===== src/rtl/stk_pkg.sv =====
package stk_pkg;
  typedef enum logic [1:0] {
    OP_IDLE   = 2'd0,
    OP_PUSH   = 2'd1,
    OP_POP    = 2'd2,
    OP_REJECT = 2'd3
  } stk_op_e;
endpackage


===== src/rtl/stk_arbiter.sv =====
module stk_arbiter
  import stk_pkg::*;
(
  input  logic    push_valid,
  input  logic    pop_req,
  input  logic    full,
  input  logic    empty,
  output stk_op_e op
);
  // Push has priority; a pop is only looked at when no push is offered.
  always_comb begin
    op = OP_IDLE;
    if (push_valid) begin
      op = full ? OP_REJECT : OP_PUSH;
    end else if (pop_req) begin
      op = empty ? OP_REJECT : OP_POP;
    end
  end
endmodule


===== src/rtl/stk_pointer.sv =====
module stk_pointer
  import stk_pkg::*;
#(
  parameter int ADDR_W    = 4,
  parameter bit LAST_FULL = 1'b1
) (
  input  logic              clk,
  input  logic              rst_n,
  input  stk_op_e           op,
  output logic [ADDR_W:0]   sp,
  output logic [ADDR_W-1:0] mem_addr,
  output logic              full,
  output logic              empty
);
  localparam int SP_W  = ADDR_W + 1;
  localparam int DEPTH = 1 << ADDR_W;
  localparam logic [SP_W-1:0] SP_RST = LAST_FULL ? SP_W'(DEPTH) : SP_W'(DEPTH - 1);

  logic [SP_W-1:0] sp_q;
  logic [SP_W-1:0] cnt_q;
  logic [SP_W-1:0] push_loc;
  logic [SP_W-1:0] pop_loc;

  // The convention decides which side of the pointer step the access sits on.
  generate
    if (LAST_FULL) begin : g_last_full
      assign push_loc = sp_q - 1'b1;   // step down, then write
      assign pop_loc  = sp_q;          // read, then step up
    end else begin : g_next_empty
      assign push_loc = sp_q;          // write, then step down
      assign pop_loc  = sp_q + 1'b1;   // step up, then read
    end
  endgenerate

  always_ff @(posedge clk) begin
    if (!rst_n) begin
      sp_q  <= SP_RST;
      cnt_q <= '0;
    end else begin
      case (op)
        OP_PUSH: begin
          sp_q  <= sp_q - 1'b1;
          cnt_q <= cnt_q + 1'b1;
        end
        OP_POP: begin
          sp_q  <= sp_q + 1'b1;
          cnt_q <= cnt_q - 1'b1;
        end
        default: ;
      endcase
    end
  end

  always_comb begin
    if (op == OP_PUSH) mem_addr = push_loc[ADDR_W-1:0];
    else               mem_addr = pop_loc[ADDR_W-1:0];
  end

  assign sp    = sp_q;
  assign full  = (cnt_q == SP_W'(DEPTH));
  assign empty = (cnt_q == '0);
endmodule


===== src/rtl/stk_rdpipe.sv =====
module stk_rdpipe
  import stk_pkg::*;
(
  input  logic    clk,
  input  logic    rst_n,
  input  stk_op_e op,
  output logic    pop_valid,
  output logic    err
);
  // Matches the one-cycle read latency of the RAM.
  always_ff @(posedge clk) begin
    if (!rst_n) begin
      pop_valid <= 1'b0;
      err       <= 1'b0;
    end else begin
      pop_valid <= (op == OP_POP);
      err       <= (op == OP_REJECT);
    end
  end
endmodule


===== src/rtl/stack_ptr_unit.sv =====
module stack_ptr_unit
  import stk_pkg::*;
#(
  parameter int ADDR_W    = 4,
  parameter int DATA_W    = 8,
  parameter bit LAST_FULL = 1'b1
) (
  input  logic              clk,
  input  logic              rst_n,
  input  logic              push_valid,
  output logic              push_ready,
  input  logic [DATA_W-1:0] push_data,
  input  logic              pop_req,
  output logic              pop_valid,
  output logic [DATA_W-1:0] pop_data,
  output logic [ADDR_W-1:0] mem_addr,
  output logic              mem_we,
  output logic [DATA_W-1:0] mem_wdata,
  input  logic [DATA_W-1:0] mem_rdata,
  output logic [ADDR_W:0]   sp,
  output logic              empty,
  output logic              full,
  output logic              err
);
  stk_op_e op;

  stk_arbiter u_arb (
    .push_valid (push_valid),
    .pop_req    (pop_req),
    .full       (full),
    .empty      (empty),
    .op         (op)
  );

  stk_pointer #(
    .ADDR_W    (ADDR_W),
    .LAST_FULL (LAST_FULL)
  ) u_ptr (
    .clk      (clk),
    .rst_n    (rst_n),
    .op       (op),
    .sp       (sp),
    .mem_addr (mem_addr),
    .full     (full),
    .empty    (empty)
  );

  stk_rdpipe u_rd (
    .clk       (clk),
    .rst_n     (rst_n),
    .op        (op),
    .pop_valid (pop_valid),
    .err       (err)
  );

  assign push_ready = ~full;
  assign mem_we     = (op == OP_PUSH);
  assign mem_wdata  = push_data;
  assign pop_data   = mem_rdata;
endmodule


===== config.mk =====
export PLATFORM = sky130hd
export DESIGN_NAME = stack_ptr_unit
export DESIGN_NICKNAME = d
export VERILOG_FILES = /design/src/rtl/stk_pkg.sv /design/src/rtl/stk_arbiter.sv /design/src/rtl/stk_pointer.sv /design/src/rtl/stk_rdpipe.sv /design/src/rtl/stack_ptr_unit.sv
export SDC_FILE = /design/constraint.sdc
export NUM_CORES = 1
export LEC_CHECK = 0
export BUFFER_PORTS_ARGS = -buffer_cell sky130_fd_sc_hd__buf_2
export CAP_MARGIN = 20
export CORE_UTILIZATION = 30
export DETAILED_ROUTE_END_ITERATION = 8
export PLACE_DENSITY = 0.69
export SLEW_MARGIN = 20
export SYNTH_ARGS = -nofsm -noshare
export SYNTH_HDL_FRONTEND = slang
export SYNTH_SLANG_ARGS = --single-unit

===== constraint.sdc =====
create_clock -name clk -period 4.1 [get_ports clk]
set_input_delay 0.205 -clock clk [delete_from_list [all_inputs] [get_ports clk]]
set_output_delay 0.205 -clock clk [all_outputs]
set_load 0.005 [all_outputs]

==> run metrics <==
outcome finished with violations; violated checks DRC; vias after detailed routing approximately 670; Post-DRT Antenna Nets 0; crit share post-route 70.7%; Initial DRT Pass Iterations 8; multiplexer share of the synthesized area around 6.0%; die area between 3000 and 4000 um2; Post-Layout Cell Count 138; Clk Latency, worst-skew pair roughly 0.26 ns; final layout net count about 140; Die Wd roughly 58 um; CTS buffer count 3; Clock Power Share a little under an eighth; CTS tree yes; IO Port Bufs 18; met2 routed WL around 820 um; Root Buffer clkbuf_4; PostCTS Resize Cnt 0; placed cells about 140; Hold Path Stages 2; max_cap viols 0; clk slew on worst S/H paths around 0.070 ns; Peak VDD IR ~0.00014 V; Overall Power approximately 0.00061 W; xor and xnor area share after synthesis a little under a tenth; met3 routed WL between 100 and 150 um; Hold Worst Slack roughly 0.23 ns; Max Freq 345 MHz; Worst Path Class, Setup reg2reg; drt wl/cell approximately 12 um; Vias/cell 4.86; Hold Path End u_ptr.sp[4]; Synth Cell Area just over 900 um2; RR Endpoint u_ptr.cnt_q[4]; endpoint class of the critical path register; Synth top area share 25.7%; register area share after synthesis approximately a quarter; Ant. Diodes 0; drt first-iter violations 35; Sink Count 12; post-DP HPWL 1290 um; area of the core around 2900 um2; Fin Setup TNS 0 ns; die height 57.8 um; Syn. warnings 0; Psw roughly 0.00024 W; first-pass GRT wire length roughly 2800 um; CTS Hold Buffers Added 0; Avg Inst Size Synth between 8 and 9 um2; layout cells sized above 1 23.4%; CTS Buffer Depth 2; DRT Wirelength between 1500 and 2000 um; minimum clock period 2.90 ns; total setup buffers inserted after CTS 0; post-layout util around 33%; vias in the first global route around 660; post-synthesis simple-gate area fraction between 20% and 30%; gr ovfl total 0; hold path startpoint rst_n; leading post-synthesis cells by cell area dfxtp_1 26%, buf_4 14%, ha_1 11%; Reg2Reg Setup Slack 1.20 ns; Reg power frac approximately a third; combinational share of power a little over half; synth-to-layout area growth 0.402%; largest net degree at the start of global routing 16; Hold Vio Cnt, Final 0; Slew Limit Fails 0; reg2reg path depth 10; Yosys reg bits 12; P_leak 0.451 nW; RD Place Congestion 0.765; Synth Instances between 100 and 150; worst slew pin tran roughly 0.49 ns; largest family of logic cells by synthesized area simple AND/OR/NAND/NOR gates; internal power about 0.00036 W; initial antenna violation count 0; H-tree Lvls 1; Cell Pwr Density 646 nW/um2; Yosys top cell by area dfxtp_1; Top Layer Used met4; Starting Density about 33%; startpoint types register; max_slew headroom 67.6%; critical path data required time approximately 4.3 ns; Layout Skew between 0.004 and 0.005 ns; HP Class in2reg; Worst R2R Start u_ptr.cnt_q[0]; Rows 19; gr usage total 10.7%; Adder-Cell Fraction of Synth Area roughly an eighth; DRC 6; # IOs between 50 and 60; Post-Syn Nets between 100 and 150; Synth Area in Compound Gates approximately 6.7%; RSZ-0062 raised after global routing false; Max Fanout on Critical Path 12; switching portion of total power about two fifths; DRT met1 WL 707 um; final setup fails 0; library cells used by synthesis 32; CP arrival between 3 and 4 ns
[cell families (layout without fill, tap and decap cells)]
logic type	after synthesis	count (layout)
and+or+nand+nor	32	32
DFF	12	12
muxes	5	5
AOI/OAI and AO/OA	10	10
adders and majority gates	9	9
xor gates and xnor gates	10	10
buffers and inverters	28	29
[sequential cells by signal, summed over array words and instances, names as in the netlist]
name and cells:
u_ptr.cnt_q 5, u_ptr.sp 5, u_rd.err 1, u_rd.pop_valid 1
[area by class of cell]
| type | instances | area [um2] |
|---|---|---|
| well taps | 31 | 38.8 |
| flip-flops and latches | 12 | 240 |
| repair buffers | 18 | 90.1 |
| clock buffers | 3 | 22.5 |
| multi-input cells | 66 | 517 |
| inverters | 8 | 30.0 |
| fillers | 300 | 1910 |
[per-layer routing]
layer,vias up,track usage [%]
met5,-,0
li1,333,-
met3,8,4.46
met2,27,18.1
met1,303,10.1
met4,0,8.84
[per-stage QoR]
step	area [um2]	setup WS [ns]
after CTS	938	1.20
after floorplan	935	1.58
after detailed placement	916	1.21
after global routing	938	1.02
after global placement	916	1.40
final	938	1.20
[worst max-delay path, stage by stage (launching register included)]
cell	delay, ns
dfxtp_1	0.35
nor4_1	0.37
and2_2	0.22
mux2_2	0.17
ha_1	0.41
inv_1	0.14
fa_1	0.41
nand2b_1	0.16
a21oi_1	0.17
mux2i_1	0.23
mux2i_1	0.19
[cells in the final DEF (no fill, tap or decap), types with 3 or more instances in the layout]
master,Yosys,layout
xor2_1,5,5
nand2_1,8,8
dfxtp_1,12,12
clkbuf_4,0,3
xnor2_1,5,5
a21oi_1,3,3
buf_2,1,18
and2_1,7,7
ha_1,8,8
mux2i_1,3,3
inv_1,8,8
nor2_1,3,3
[power by group through the flow]
stage          combinational, W   clock, W  sequential [W]
2_1_floorplan          0.000261          0        0.000193
4_1_cts                0.000334  0.0000728        0.000204
3_3_place_gp           0.000323          0        0.000202
6_report               0.000332  0.0000701        0.000204
3_5_place_dp           0.000332          0        0.000207
5_1_grt                0.000373  0.0000774        0.000211
[Yosys cell counts, drive strengths merged]
master and number:
clkbuf 1, and4 2, nor2b 1, o211a 1, ha 8, mux2i 3, nor2 3, fa 1
and2b 1, xnor2 5, nor4b 2, mux2 2, o21ai 3, nand2 8, inv 8, a21oi 3
xor2 5, nand2b 2, dfxtp 12, and2 8, nor4 2, a21o 2, buf 19, nand3b 2
o211ai 1, nand4 1
[worst max-delay path by stage]
| stage | start | endpoint | slack, ns | cells after the start |
|---|---|---|---|---|
| floorplan | u_ptr.cnt_q[0] | u_ptr.cnt_q[4] | 1.58 | 11 |
| global placement | u_ptr.cnt_q[0] | u_ptr.cnt_q[4] | 1.40 | 10 |
| detailed placement | u_ptr.cnt_q[0] | u_ptr.cnt_q[4] | 1.21 | 10 |
| CTS | u_ptr.cnt_q[0] | u_ptr.cnt_q[4] | 1.20 | 10 |
| global route | u_ptr.cnt_q[0] | u_ptr.cnt_q[4] | 1.02 | 10 |
| finish | u_ptr.cnt_q[0] | u_ptr.cnt_q[4] | 1.20 | 10 |
Power figures use the tool's default switching activity.
